## src/rtl/sram_wr_pkg.sv

```systemverilog
package sram_wr_pkg;

  typedef enum logic [1:0] {
    ST_IDLE  = 2'd0,
    ST_PULSE = 2'd1,
    ST_RECOV = 2'd2
  } wr_state_e;

  // clocks needed to cover t_ns, never less than one
  function automatic int clk_span(input int t_ns, input int period_ns);
    int c;
    c = (t_ns + period_ns - 1) / period_ns;
    if (c < 1) c = 1;
    return c;
  endfunction

  function automatic int imax(input int a, input int b);
    return (a > b) ? a : b;
  endfunction

endpackage

```

## src/rtl/sram_wr_capture.sv

```systemverilog
module sram_wr_capture #(
  parameter int ADDR_W = 15,
  parameter int DATA_W = 8
) (
  input  logic              clk,
  input  logic              rst_n,
  input  logic              load,
  input  logic [ADDR_W-1:0] addr_i,
  input  logic [DATA_W-1:0] data_i,
  output logic [ADDR_W-1:0] addr_o,
  output logic [DATA_W-1:0] data_o
);

  always_ff @(posedge clk) begin
    if (!rst_n) begin
      addr_o <= '0;
      data_o <= '0;
    end else if (load) begin
      addr_o <= addr_i;
      data_o <= data_i;
    end
  end

  // payload only moves on an accepted request
  assert_hold_R9: assert property (@(posedge clk) disable iff (!rst_n)
    !load |=> ($stable(addr_o) && $stable(data_o)));

endmodule

```

## src/rtl/sram_wr_sequencer.sv

```systemverilog
module sram_wr_sequencer
  import sram_wr_pkg::*;
#(
  parameter int PULSE_CYC = 8,
  parameter int OPEN_CYC  = 4,
  parameter int REC_CYC   = 2
) (
  input  logic clk,
  input  logic rst_n,
  input  logic start,
  output logic busy,
  output logic we_n,
  output logic cs_n,
  output logic ce,
  output logic dq_oe,
  output logic done
);

  localparam int CNT_W = $clog2(imax(PULSE_CYC, REC_CYC) + 1);
  localparam logic [CNT_W-1:0] PULSE_LAST = CNT_W'(PULSE_CYC - 1);
  localparam logic [CNT_W-1:0] REC_LAST   = CNT_W'(REC_CYC - 1);
  localparam logic [CNT_W-1:0] OPEN_AT    = CNT_W'(OPEN_CYC);

  wr_state_e        state_q, state_d;
  logic [CNT_W-1:0] cnt_q, cnt_d;
  logic             fin_d;

  always_comb begin
    state_d = state_q;
    cnt_d   = cnt_q;
    fin_d   = 1'b0;
    unique case (state_q)
      ST_IDLE: begin
        if (start) begin
          state_d = ST_PULSE;
          cnt_d   = '0;
        end
      end
      ST_PULSE: begin
        if (cnt_q == PULSE_LAST) begin
          state_d = ST_RECOV;
          cnt_d   = '0;
        end else begin
          cnt_d = cnt_q + 1'b1;
        end
      end
      ST_RECOV: begin
        if (cnt_q == REC_LAST) begin
          state_d = ST_IDLE;
          cnt_d   = '0;
          fin_d   = 1'b1;
        end else begin
          cnt_d = cnt_q + 1'b1;
        end
      end
      default: begin
        state_d = ST_IDLE;
        cnt_d   = '0;
      end
    endcase
  end

  // strobes come straight from flops so the memory never sees a glitch
  always_ff @(posedge clk) begin
    if (!rst_n) begin
      state_q <= ST_IDLE;
      cnt_q   <= '0;
      we_n    <= 1'b1;
      cs_n    <= 1'b1;
      ce      <= 1'b0;
      dq_oe   <= 1'b0;
      done    <= 1'b0;
    end else begin
      state_q <= state_d;
      cnt_q   <= cnt_d;
      we_n    <= (state_d != ST_PULSE);
      cs_n    <= (state_d != ST_PULSE);
      ce      <= (state_d == ST_PULSE);
      dq_oe   <= (state_d == ST_PULSE) && (cnt_d >= OPEN_AT);
      done    <= fin_d;
    end
  end

  assign busy = (state_q != ST_IDLE);

  assert_select_R4: assert property (@(posedge clk) disable iff (!rst_n)
    !we_n |-> (!cs_n && ce));
  assert_drive_in_pulse_R5: assert property (@(posedge clk) disable iff (!rst_n)
    dq_oe |-> !we_n);
  assert_data_before_rise_R5: assert property (@(posedge clk) disable iff (!rst_n)
    $rose(we_n) |-> $past(dq_oe));
  assert_done_single_R8: assert property (@(posedge clk) disable iff (!rst_n)
    done |=> !done);
  assert_done_idle_R8: assert property (@(posedge clk) disable iff (!rst_n)
    done |-> (!busy && we_n));
  assert_pulse_open_R3: assert property (@(posedge clk) disable iff (!rst_n)
    (start && !busy) |=> !we_n);

endmodule

```

## src/rtl/sram_wr_ctrl.sv

```systemverilog
module sram_wr_ctrl
  import sram_wr_pkg::*;
#(
  parameter int ADDR_W        = 15,
  parameter int DATA_W        = 8,
  parameter int CLK_PERIOD_NS = 4,
  parameter int T_STROBE_NS   = 20,
  parameter int T_RECOVER_NS  = 5,
  parameter int T_DSETUP_NS   = 15,
  parameter int T_ASETUP_NS   = 20,
  parameter int T_SELECT_NS   = 20,
  parameter int T_RELEASE_NS  = 13
) (
  input  logic              clk,
  input  logic              rst_n,
  input  logic              req_valid,
  output logic              req_ready,
  input  logic [ADDR_W-1:0] req_addr,
  input  logic [DATA_W-1:0] req_data,
  output logic              busy,
  output logic              done,
  output logic [ADDR_W-1:0] mem_addr,
  output logic [DATA_W-1:0] mem_dq,
  output logic              mem_dq_oe,
  output logic              mem_we_n,
  output logic              mem_cs_n,
  output logic              mem_ce
);

  localparam int OPEN_CYC  = clk_span(T_RELEASE_NS, CLK_PERIOD_NS);
  localparam int DS_CYC    = clk_span(T_DSETUP_NS, CLK_PERIOD_NS);
  localparam int WIN_CYC   = imax(clk_span(T_ASETUP_NS, CLK_PERIOD_NS),
                                  clk_span(T_SELECT_NS, CLK_PERIOD_NS));
  localparam int PULSE_CYC = imax(imax(clk_span(T_STROBE_NS, CLK_PERIOD_NS), WIN_CYC),
                                  OPEN_CYC + DS_CYC);
  localparam int REC_CYC   = clk_span(T_RECOVER_NS, CLK_PERIOD_NS);

  logic seq_busy;
  logic accept;

  assign req_ready = !seq_busy;
  assign busy      = seq_busy;
  assign accept    = req_valid && req_ready;

  sram_wr_capture #(
    .ADDR_W(ADDR_W),
    .DATA_W(DATA_W)
  ) u_capture (
    .clk   (clk),
    .rst_n (rst_n),
    .load  (accept),
    .addr_i(req_addr),
    .data_i(req_data),
    .addr_o(mem_addr),
    .data_o(mem_dq)
  );

  sram_wr_sequencer #(
    .PULSE_CYC(PULSE_CYC),
    .OPEN_CYC (OPEN_CYC),
    .REC_CYC  (REC_CYC)
  ) u_seq (
    .clk  (clk),
    .rst_n(rst_n),
    .start(accept),
    .busy (seq_busy),
    .we_n (mem_we_n),
    .cs_n (mem_cs_n),
    .ce   (mem_ce),
    .dq_oe(mem_dq_oe),
    .done (done)
  );

  // while the strobe is low the payload on the pins must not move
  assert_stable_in_pulse_R9: assert property (@(posedge clk) disable iff (!rst_n)
    (!mem_we_n && !$past(mem_we_n)) |-> ($stable(mem_addr) && $stable(mem_dq)));
  assert_no_take_busy_R7: assert property (@(posedge clk) disable iff (!rst_n)
    (req_valid && !req_ready) |=> $stable(mem_addr));

endmodule

```

## config.mk

```make
export PLATFORM = sky130hd
export DESIGN_NAME = sram_wr_ctrl
export DESIGN_NICKNAME = d
export VERILOG_FILES = /design/src/rtl/sram_wr_pkg.sv /design/src/rtl/sram_wr_capture.sv /design/src/rtl/sram_wr_sequencer.sv /design/src/rtl/sram_wr_ctrl.sv
export SDC_FILE = /design/constraint.sdc
export NUM_CORES = 1
export LEC_CHECK = 0
export CAP_MARGIN = 20
export CORE_MARGIN = 10
export CORE_UTILIZATION = 55
export CTS_BUF_LIST = sky130_fd_sc_hd__clkbuf_2 sky130_fd_sc_hd__clkbuf_4 sky130_fd_sc_hd__clkbuf_8
export CTS_CLUSTER_DIAMETER = 200
export CTS_CLUSTER_SIZE = 20
export DETAILED_ROUTE_END_ITERATION = 8
export DONT_BUFFER_PORTS = 1
export GPL_ROUTABILITY_DRIVEN = 0
export PLACE_DENSITY = 0.82
export SYNTH_ARGS = -nofsm -noshare
export SYNTH_HDL_FRONTEND = slang
export SYNTH_SLANG_ARGS = --single-unit
```

## constraint.sdc

```tcl
create_clock -name clk -period 1.87 [get_ports clk]
set_clock_uncertainty 0.1 [all_clocks]
set_input_delay 0.0935 -clock clk [delete_from_list [all_inputs] [get_ports clk]]
set_output_delay 0.0935 -clock clk [all_outputs]
set_load 0.02 [all_outputs]
```

; ---- Word-level counts from Yosys, hierarchy flattened
; Cells that the tools add are included.
[word_totals]
ff_bits = 33
latchBits = 0
mem_bits_rw = 0
mem_bits_ro = 0
wordCells = 31
memories = 0
[classes]
add_sub_neg = 1
multipliers = 0
n_div = 0
magnitude_cmp = 1
eq_ne = 6
shifts = 0
mux = 9
bitwise = 0
n_reduce_logical = 6
[ops]
columns = operator, n
row1 = 4-bit two-way mux, 3
row2 = 4-bit case mux with 3 select lines, 1
row3 = 2-bit two-way mux, 3
row4 = 2-bit case mux with 3 select lines, 1
row5 = 4-bit by 1-bit adder with 4-bit output (second input constant), 1
row6 = 2-bit by 1-bit equality test with 1-bit output (second input constant), 2
row7 = 4-bit by 1-bit equality test with 1-bit output (second input constant), 1
row8 = 4-bit by 3-bit equality test with 1-bit output (second input constant), 1
row9 = 4-bit by 3-bit greater-or-equal comparator with 1-bit output (second input constant), 1
row10 = 2-bit equality test (second input constant), 1
row11 = 1-bit logical AND, 2
row12 = 2-bit zero test, 1
row13 = 2-bit by 1-bit inequality test with 1-bit output (second input constant), 1
row14 = 2-bit AND reduction, 1
row15 = 2-bit nonzero test, 1
row16 = 1-bit zero test, 1
row17 = 1-bit two-way mux, 1

; ---- Longest topological paths before layout
; Gate-level depths: netlist of the first run.
[depth]
depth_word = 7
ltp_mapped = 6

; ---- By module
; A second synthesis of the first run with hierarchy kept.
[hier_totals]
cells_unflattened = 132
area_unflattened_um2 = 1413.9
[by_module_without_submodules]
columns = module, instances, cells_each, area_each_um2
row1 = sram_wr_capture, 1, 74, 893.4
row2 = sram_wr_sequencer, 1, 56, 510.5
row3 = sram_wr_ctrl, 1, 2, 10.0

; ---- Worst setup path before layout of the first run
; Ideal clock, no wire load.
[synth_timing]
kind = register to register
startpoint = register u_seq.cnt_q[0]
endpoint = register u_seq.dq_oe
setup_time_ns = 0.072
arrival_ns = 1.253
required_ns = 1.698
slack_ns = 0.446
stages_incl_launch_ff = 6
synth_period_minus_slack_ns = 1.424
path_cell_list = dfxtp_1 ha_1 or3b_1 a31oi_1 o21ai_1 a21oi_1
[synth_via]
elab_chain_len = 5
elab_cells_between_ends = 13
classes_between = add/sub (1) / order compare (1) / eq/ne (3) / mux (7) / reduce/logical (1)
[synth_lines]
columns = item, line
row1 = "start, declared", sram_wr_sequencer.sv:25  ; logic [CNT_W-1:0] cnt_q, cnt_d;
row2 = "start signal, assigned", sram_wr_sequencer.sv:75  ; cnt_q <= cnt_d;
row3 = "4-bit by 1-bit adder with 4-bit output, or another cell as far along", "sram_wr_sequencer.sv:44, sram_wr_sequencer.sv:53"
row4 = "4-bit two-way mux, or another cell as far along", sram_wr_sequencer.sv:48  ; if (cnt_q == REC_LAST) begin
row5 = 4-bit case mux with 3 select lines / 2-bit case mux with 3 select lines (equally long branches), sram_wr_sequencer.sv:32  ; unique case (state_q)
row6 = 4-bit by 3-bit greater-or-equal comparator with 1-bit output / 2-bit by 1-bit equality test with 1-bit output (equally long branches), sram_wr_sequencer.sv:79  ; dq_oe <= (state_d == ST_PULSE) && (cnt_d >= OPEN_AT);
row7 = 1-bit logical AND (*), sram_wr_sequencer.sv:79
row8 = "end signal, assigned", sram_wr_sequencer.sv:79
row9 = "end, declared", sram_wr_sequencer.sv:15  ; output logic dq_oe,
; Every way passes the cells marked *; elsewhere a longest branch is shown, timed or not.
; A chain may end at the register's enable or synchronous reset.

; ---- Final worst setup path of the first run
; Same ends and word-level chain as after synthesis.

==> run_results.csv, run 1 <==
group,metric,value,unit
floorplan,floorplan.initialDensity,59.5,%
status,outcome,"completed",
place,detailed_place_hpwl,2310,um
cells_and_area,diodes,0,
floorplan,floorplan.rows,17,
worst_setup_path,end_kind,"register",
sta,finalSetupTns,0,ns
cts,clock_tree.buffer_depth,2,
worst_setup_path,critical_path.top_delay_family,"flip-flops",
cells_and_area,area.growth.synth_to_final,22.6,%
global_route,grt_max_degree,30,
place,port_buffers,0,
cells_and_area,layout-drive-gt1-share,6.67,%
cts,cts-buffers-inserted,5,
worst_setup_path,worst-path-max-fanout,6,
sta,worst_pin_slew,0.863,ns
cts,clkLatencyLatePin,0.33,ns
global_route,grt_overflow,0,
power_and_ir_drop,powerDensity,825,mW/mm2
route,vias,1141,
sta,period_share,86.7,%
worst_setup_path,critical_path_cell_count,5,
synthesis,syn_area_per_cell,8.57,um2
worst_setup_path,critPathRequiredTime,1.97,ns
worst_setup_path,path_cells,"ha_1 -> nor3b_1 -> o21ai_0 -> a21oi_1 -> a21oi_1",
route,detail_route.drc_violations,0,
floorplan,die_wd,69.6,um
sta,finalMaxSlewViolations,0,
cts,post-cts-setup-buffer-count,0,
route,wl_per_cell,17.4,um
synthesis,asyncSetResetFlopFracSynth,0,%
min_path,holdCritStartpoint,"req_valid",
worst_setup_path,regToRegStartpoint,"u_seq.cnt_q[0]",
route,totalWireLength,3620,um
worst_setup_path,startpoint_type_of_the_worst_setup_path,"register",
synthesis,proportion_of_netlist_area_held_by_the_largest_area_contributor,48.8,%
global_route,gr-usage-all-layers,14.8,%
floorplan,design.portCount,56,
global_route,number_of_global_route_vias_before_repair,1209,
route,first_pass_iters,4,
worst_setup_path,r2r_setup_slack,0.25,ns
min_path,hold-path-cell-count,3,
synthesis,synth_enable_flop_cells,0,
floorplan,coreArea,0.00228,mm2
synthesis,synth_ff_type,"dfxtp_1",
synthesis,synth.ff_latch_count,33,
sta,hold_violations,0,
synthesis,synthesis.area,0.00135,mm2
sta,period_needed,1.62,ns
worst_setup_path,timing.critical_path.arrival,1.73,ns
global_route,grt_first_pass_wirelength,5840,um
synthesis,total_of_warnings_raised_by_yosys,0,
route,via_per_inst,5.49,
global_route,antenna_violations_before_repair,0,
sta,relSlewSlack,42.3,%
worst_setup_path,critPathMostFrequentCell,"a21oi_1",
sta,setup-violations-final,0,
worst_setup_path,path_buf_inv,0,
worst_setup_path,slowest_stage,"dfxtp_1",
job,maxCapViolations,0,
synthesis,synth_cells,158,
cts,clockRootBuffer,"clkbuf_4",
synthesis,post-synth-top-area-cell,"dfxtp_1",
worst_setup_path,worst-setup-path-type,"reg -> reg",
sta,grt_setup_unrepaired,"no",
synthesis,synth_nets,186,
worst_setup_path,reg2reg_depth,5,
cells_and_area,finished_core_util,72.9,%
floorplan,dieArea,0.00485,mm2
sta,max_freq,0.617,GHz
cts,tritoncts,"built",
synthesis,synth_seq_area_share,48.8,%
worst_setup_path,critical_path.startpoint,"u_seq.cnt_q[0]",
power_and_ir_drop,leakagePower,0.645,nW
cts,cts_sinks,33,
route,ant_nets,0,
power_and_ir_drop,worst_case_vdd_ir_drop,0.633,mV
min_path,holdCritPathClass,"in -> reg",
floorplan,die-height,69.6,um
synthesis,synth.distinct_cells,35,
cts,clk_pin_slew,0.09,ns
cts,clock_tree.htree_level_count,2,
synthesis,synth.top_cells.by_area,"dfxtp_1 49%, nand2_1 14%, a21boi_0 12%",
cells_and_area,design.final.nets,208,
route,detail_route.iter0.violations,79,
worst_setup_path,setup.worst_path.end,"u_seq.dq_oe",
worst_setup_path,r2r_end,"u_seq.dq_oe",
worst_setup_path,worst_path_largest_cell_delay,0.44,ns
[stage by stage]
step                instance area, um2  total power [mW]  hold slack, ns  instances  setup WS (ns)
floorplan                         1350             0.901           0.128        158          0.446
global placement                  1350             0.913           0.116        176          0.252
detailed placement                1350             0.924           0.122        176         0.0761
CTS                               1660              1.38          0.0318        208         0.0443
global route                      1660              1.44          0.0679        208         0.0832
finish                            1660              1.37          0.0422        208          0.248
[power breakdown]
group          internal, mW  switching (mW)
clock                 0.192           0.216
combinational        0.0777          0.0742
sequential            0.737          0.0707
total                  1.01           0.361
[placed cells by master (no fill, tap or decap), types with 2 or more instances in the layout]
master | synthesis | layout
and2_1 | 3 | 2
a21oi_1 | 2 | 2
a31oi_1 | 2 | 2
ha_1 | 2 | 2
nand2_1 | 49 | 49
nor2_1 | 2 | 2
nor3_1 | 2 | 2
inv_1 | 7 | 7
clkbuf_4 | 0 | 6
nor4b_1 | 2 | 2
dfxtp_1 | 33 | 33
o21a_1 | 2 | 2
a21boi_0 | 22 | 22
dlygate4sd3_1 | 0 | 25
[layer usage]
layer	vias up	wire length, um	GRT usage (%)
met5	-	0	0
met4	0	82	7.39
met3	10	361	6.56
met2	42	1860	26.6
met1	524	1310	13.8
li1	565	-	-
[how the worst min path moves through the flow]
stage,to,slack [ns]
after global placement,u_seq.cnt_q[0],0.12
after global routing,u_capture.data_o[1],0.07
after CTS,u_capture.data_o[0],0.03
after floorplan,u_capture.data_o[4],0.13
after detailed placement,u_seq.state_q[1],0.12
final,u_capture.data_o[0],0.04
[area by class of cell]
class | count | area (um2)
multi-input combinational | 106 | 601
inverter | 7 | 26.3
fill | 175 | 617
tap | 28 | 35.0
clock buffer | 7 | 58.8
sequential | 33 | 661
timing repair buffer | 27 | 278
[synthesized netlist by cell type (all sizes together) (2+ instances only)]
cell     n
and2     3
a21oi    2
dfxtp   33
nand2   49
ha       2
nor3     2
nor2     3
a21boi  23
nor4b    2
inv      7
a31oi    2
buf      7
o21ai    2
clkbuf   5
o21a     2
[flip-flops by register name, summed over array words and instances, names as in the netlist]
name	count
u_capture.data_o	8
u_seq.state_q	2
u_capture.addr_o	15
u_seq.ce	1
u_seq.cnt_q	4
u_seq.done	1
u_seq.we_n	1
u_seq.dq_oe	1
[worst register-to-register path, stage by stage, from the launching register on]
cell and delay (ns):
dfxtp_1 0.44, ha_1 0.22, nor3b_1 0.32, o21ai_0 0.14, a21oi_1 0.20, a21oi_1 0.09
[cells by family after synthesis]
kind of cell | after synthesis | share of synthesized area, %
compound gates | 36 | 19.2
xor+xnor | 1 | 0.647
flops | 33 | 48.8
buf+inv | 19 | 6.93
simple gates | 67 | 22.6
fa+ha+maj | 2 | 1.85
[timing repair]
| item | 4_1_cts | 5_1_grt |
|---|---|---|
| hold endpoints to repair | 33 | 0 |
| resized for setup | 0 | 1 |
| hold buffers | 25 | 0 |
| setup endpoints to repair | 0 | 23 |
(Power assumes the default switching activity.)
==> run 2, diff against run 1 <==
--- a/config.mk
+++ b/config.mk
@@ -15,6 +15,7 @@
 export DONT_BUFFER_PORTS = 1
 export GPL_ROUTABILITY_DRIVEN = 0
 export PLACE_DENSITY = 0.82
+export RECOVER_POWER = 50
 export SYNTH_ARGS = -nofsm -noshare
 export SYNTH_HDL_FRONTEND = slang
 export SYNTH_SLANG_ARGS = --single-unit
==> run 2 against run 1 <==
Power about the same. Sequential share of layout area increased by 0.060 points. Combinational power about the same. Non-clock buffer count unchanged. Global-route usage unchanged. Die area unchanged.
==> run_results.csv, run 2 (same netlist as run 1, synthesis figures left out) <==
group,metric,value,unit
worst_setup_path,worst_path_largest_cell_delay,0.44,ns
worst_setup_path,timing.critical_path.arrival,1.73,ns
floorplan,dieArea,0.00485,mm2
floorplan,die_wd,69.6,um
cts,clock_tree.buffer_depth,2,
cts,clkLatencyLatePin,0.33,ns
worst_setup_path,end_kind,"register",
min_path,hold-path-cell-count,3,
worst_setup_path,path_cells,"ha_1 -> nor3b_1 -> o21ai_0 -> a21oi_1 -> a21oi_1",
worst_setup_path,critPathMostFrequentCell,"a21oi_1",
cells_and_area,design.final.nets,208,
cts,cts-buffers-inserted,5,
floorplan,floorplan.initialDensity,59.5,%
cells_and_area,largest_registers,"u_capture.addr_o (15), u_capture.data_o (8), u_seq.cnt_q (4)",
place,detailed_place_hpwl,2310,um
floorplan,die-height,69.6,um
worst_setup_path,slowest_stage,"dfxtp_1",
sta,period_share,86.8,%
cells_and_area,diodes,0,
cells_and_area,mostFrequentLayoutCell,"nand2_1",
cells_and_area,largest_register_ffs,15,
worst_setup_path,worst-setup-path-type,"reg -> reg",
global_route,grt_first_pass_wirelength,5840,um
sta,period_needed,1.62,ns
worst_setup_path,worst-path-max-fanout,6,
cts,clock_tree.htree_level_count,2,
global_route,antenna_violations_before_repair,0,
sta,finalSetupTns,0,ns
worst_setup_path,startpoint_type_of_the_worst_setup_path,"register",
worst_setup_path,critPathRequiredTime,1.97,ns
route,vias,1137,
global_route,number_of_global_route_vias_before_repair,1209,
route,ant_nets,0,
sta,relSlewSlack,42.7,%
floorplan,design.portCount,56,
min_path,holdCritPathClass,"in -> reg",
sta,hold_violations,0,
global_route,grt_max_degree,30,
sta,finalMaxSlewViolations,0,
cells_and_area,area.growth.synth_to_final,22.4,%
floorplan,coreArea,0.00228,mm2
place,port_buffers,0,
status,outcome,"completed",
power_and_ir_drop,power_total,1.37,mW
global_route,grt_overflow,0,
cts,clockRootBuffer,"clkbuf_4",
global_route,gr-usage-all-layers,14.8,%
route,detail_route.iter0.violations,79,
floorplan,floorplan.rows,17,
cts,tritoncts,"built",
route,totalWireLength,3620,um
job,maxCapViolations,0,
power_and_ir_drop,leakagePower,0.643,nW
route,first_pass_iters,4,
cells_and_area,layout-drive-gt1-share,6.11,%
sta,max_freq,0.616,GHz
sta,grt_setup_unrepaired,"no",
worst_setup_path,reg2reg_depth,5,
cells_and_area,top_register_by_number_of_flip_flops,"u_capture.addr_o",
sta,setup-violations-final,0,
cts,cts_sinks,33,
power_and_ir_drop,worst_case_vdd_ir_drop,0.633,mV
sta,worst_pin_slew,0.857,ns
route,wl_per_cell,17.4,um
route,detail_route.drc_violations,0,
power_and_ir_drop,powerDensity,826,mW/mm2
route,via_per_inst,5.47,
cells_and_area,most_used_cells_in_the_layout_excluding_fill_and_tap_cells,"49 x nand2_1, 33 x dfxtp_1, 25 x dlygate4sd3_1, 22 x a21boi_0, 7 x inv_1",
cts,clk_pin_slew,0.09,ns
==> run 2: cell count changes in the layout (fill, tap and decap cells not counted) <==
cell    previous run  this run
and2_0             0         1
and2_1             2         1
nor2_1             2         3
nor2_2             1         0
==> run 2: timing repair <==
item	4_1_cts	5_1_grt
setup endpoints to repair	0	23
hold buffers	25	0
endpoints found under the hold margin	33	0
buffers inserted	0	0
resized for setup	0	1
==> run 2: cell type report <==
class                           instances  area, um2
Multi-Input combinational cell        106        598
Inverter                                7       26.3
Fill cell                             175        619
Tap cell                               28       35.0
Timing Repair Buffer                   27        278
Clock buffer                            7       58.8
Sequential cell                        33        661
==> run 2: report_power, final <==
part	switching (mW)	internal, mW
clock network	0.217	0.192
logic	0.0743	0.0773
registers	0.0705	0.737
total	0.362	1.01
==> run 2: final timing paths <==
check,from,slack [ns],to
max,u_seq.cnt_q[0],0.25,u_seq.dq_oe
max reg2reg,u_seq.cnt_q[0],0.25,u_seq.dq_oe
min,req_valid,0.04,u_capture.data_o[0]
min reg2reg,u_capture.data_o[4],0.47,u_capture.data_o[4]
==> run 2: critical path: cells and delay by family, from the launching register on <==
kind / cells / cell delay (ns)
AOI/OAI and AO/OA: 3 / 0.43
adders and majority gates: 1 / 0.22
DFF: 1 / 0.44
and+or+nand+nor: 1 / 0.32
==> run 2: routing by layer <==
metal	global-route usage, %	part of all wire, %	vias to the layer above
met4	7.39	2.3	0
met1	13.8	36	523
met2	26.6	52	39
met5	0	0	-
li1	-	-	565
met3	6.56	9.7	10
==> run 2: per-stage QoR <==
step / instances / cell area [um2] / utilization [%] / hold WS, ns / setup WS, ns
2_1_floorplan: 158 / 1350 / - / 0.128 / 0.446
3_3_place_gp: 176 / 1350 / 59.3 / 0.116 / 0.252
3_5_place_dp: 176 / 1350 / 59.3 / 0.122 / 0.0761
4_1_cts: 208 / 1660 / 72.8 / 0.0318 / 0.0443
5_1_grt: 208 / 1660 / 72.8 / 0.0679 / 0.0710
6_report: 208 / 1660 / 72.8 / 0.0421 / 0.246
==> run 3, diff against run 2 <==
--- a/config.mk
+++ b/config.mk
@@ -7,14 +7,14 @@
 export LEC_CHECK = 0
 export CAP_MARGIN = 20
 export CORE_MARGIN = 10
-export CORE_UTILIZATION = 55
+export CORE_UTILIZATION = 42
 export CTS_BUF_LIST = sky130_fd_sc_hd__clkbuf_2 sky130_fd_sc_hd__clkbuf_4 sky130_fd_sc_hd__clkbuf_8
 export CTS_CLUSTER_DIAMETER = 200
 export CTS_CLUSTER_SIZE = 20
 export DETAILED_ROUTE_END_ITERATION = 8
 export DONT_BUFFER_PORTS = 1
 export GPL_ROUTABILITY_DRIVEN = 0
-export PLACE_DENSITY = 0.82
+export PLACE_DENSITY = 0.68
 export RECOVER_POWER = 50
 export SYNTH_ARGS = -nofsm -noshare
 export SYNTH_HDL_FRONTEND = slang
==> run 3 against run 2 <==
Sequential share of layout area shrank 0.48 points. Sequential cell count is the same. Wire length shrank 6.9%. Sequential power is essentially flat. First-iteration DRC count shrank 43%. Critical path type unchanged. Largest cell class unchanged. Largest power group unchanged.
==> run_results.csv, run 3 (same netlist as run 1, synthesis figures left out) <==
group,metric,value,unit
sta,worst_pin_slew,0.854,ns
worst_setup_path,startpoint_type_of_the_worst_setup_path,"register",
worst_setup_path,critical_path.top_delay_family,"flip-flops",
route,detail_route.drc_violations,0,
worst_setup_path,regToRegStartpoint,"u_seq.state_q[0]",
job,maxCapViolations,0,
sta,final_critical_path_setup_slack,0.228,ns
route,via_per_inst,5.15,
cells_and_area,largest_registers,"u_capture.addr_o (15), u_capture.data_o (8), u_seq.cnt_q (4)",
floorplan,coreArea,0.00308,mm2
sta,finalMaxSlewViolations,0,
cts,tritoncts,"built",
worst_setup_path,worst-path-max-fanout,20,
worst_setup_path,r2r_end,"u_capture.addr_o[4]",
sta,period_share,87.8,%
worst_setup_path,slowest_stage,"dfxtp_1",
cts,clockRootBuffer,"clkbuf_4",
route,first_pass_iters,4,
cells_and_area,most_used_cells_in_the_layout_excluding_fill_and_tap_cells,"49 x nand2_1, 33 x dfxtp_1, 25 x dlygate4sd3_1, 22 x a21boi_0, 7 x inv_1",
floorplan,floorplan.rows,20,
cells_and_area,final_non_filler_cell_area,0.00168,mm2
route,totalWireLength,3370,um
worst_setup_path,critical_path_cell_count,6,
cts,cts-buffers-inserted,5,
cells_and_area,top_register_by_number_of_flip_flops,"u_capture.addr_o",
place,pre_cts_slack,0.173,ns
cells_and_area,area.growth.synth_to_final,23.8,%
global_route,grt_overflow,0,
power_and_ir_drop,power_total,1.35,mW
worst_setup_path,r2r_setup_slack,0.23,ns
place,detailed_place_hpwl,2310,um
worst_setup_path,critPathRequiredTime,2.01,ns
worst_setup_path,end_kind,"register",
route,detail_route.iter0.violations,45,
global_route,grt_max_degree,30,
worst_setup_path,critPathMostFrequentCell,"nand2_1",
cts,clkLatencyLatePin,0.32,ns
min_path,holdCritPathClass,"in -> reg",
worst_setup_path,timing.critical_path.arrival,1.78,ns
worst_setup_path,path_cells,"nor2_1 -> buf_4 -> nand2_1 -> buf_12 -> nand2_1 -> a21boi_0",
sta,period_needed,1.64,ns
route,ant_nets,0,
cells_and_area,largest_register_ffs,15,
worst_setup_path,reg2reg_depth,6,
worst_setup_path,setup.worst_path.end,"u_capture.addr_o[4]",
worst_setup_path,critical_path.startpoint,"u_seq.state_q[0]",
cells_and_area,mostFrequentLayoutCell,"nand2_1",
worst_setup_path,worst_path_largest_cell_delay,0.55,ns
sta,grt_setup_unrepaired,"no",
sta,finalSetupTns,0,ns
worst_setup_path,worst-setup-path-type,"reg -> reg",
global_route,grt_first_pass_wirelength,5620,um
route,vias,1153,
floorplan,floorplan.initialDensity,44.0,%
place,port_buffers,0,
sta,setup-violations-final,0,
floorplan,die-height,76.8,um
floorplan,die_wd,76.8,um
global_route,antenna_violations_before_repair,0,
cells_and_area,design.final.nets,208,
cells_and_area,diodes,0,
cts,clock_tree.htree_level_count,2,
sta,hold_violations,0,
sta,relSlewSlack,42.9,%
cts,cts_sinks,33,
cts,clock_tree.buffer_depth,2,
cts,clk_pin_slew,0.09,ns
status,outcome,"completed",
sta,max_freq,0.609,GHz
global_route,gr-usage-all-layers,11.7,%
floorplan,dieArea,0.00589,mm2
sta,timing.hold.ws,0.179,ns
global_route,number_of_global_route_vias_before_repair,1166,
cells_and_area,layout-drive-gt1-share,6.11,%
worst_setup_path,path_buf_inv,2,
floorplan,design.portCount,56,
route,wl_per_cell,15.0,um
power_and_ir_drop,worst_case_vdd_ir_drop,0.380,mV
power_and_ir_drop,leakagePower,0.644,nW
power_and_ir_drop,powerDensity,808,mW/mm2
place,dpl_cell_area,0.00137,mm2
## run 3: cell counts in the layout (fill, tap and decap cells not counted)
Identical to the previous run, type by type.
## run 3: how the worst min path moves through the flow
stage	start	to	slack, ns	cells after the start
after floorplan	req_data[4]	u_capture.data_o[4]	0.13	2
after global routing	req_valid	u_capture.addr_o[6]	0.18	3
final	req_valid	u_capture.data_o[4]	0.18	3
after CTS	req_valid	u_capture.addr_o[7]	0.30	3
after detailed placement	rst_n	u_seq.cnt_q[1]	0.12	1
after global placement	rst_n	u_seq.cnt_q[1]	0.12	1
## run 3: area by class of cell
cell class	instances	area, um2
fill	286	1400
sequential	33	661
multi-input combinational	106	598
timing repair buffer	27	278
clock buffer	7	58.8
tap	44	55.1
inverter	7	26.3
## run 3: worst register-to-register path, stage by stage, from the launching register on
cell and delay, ns:
dfxtp_1 0.55, nor2_1 0.11, buf_4 0.18, nand2_1 0.17, buf_12 0.18, nand2_1 0.06, a21boi_0 0.21
## run 3: per-stage QoR
step / instances / utilization (%)
final: 224 / 54.5
after global routing: 224 / 54.5
after CTS: 224 / 54.5
after detailed placement: 192 / 44.5
after global placement: 192 / 44.5
after floorplan: 158 / -
## run 3: routing by layer
layer  global-route usage, %  routed length (um)  vias to the layer above
li1                        -                   -                      567
met1                    10.7                1220                      532
met2                    21.2                1750                       45
met3                    6.06                 348                        9
met4                    4.83                  55                        0
met5                       0                   0                        -
## run 3: repair_timing
item / 4_1_cts / 5_1_grt
setup endpoints to repair: 0 / 5
hold endpoints to repair: 33 / 0
buffers inserted: 0 / 0
hold buffers: 25 / 0
gates resized for setup: 0 / 1
## run 3: power breakdown
part	switching [mW]	internal, mW	total (mW)
combinational	0.0705	0.0771	0.148
clock	0.208	0.192	0.400
sequential	0.0691	0.737	0.806
total	0.348	1.01	1.35
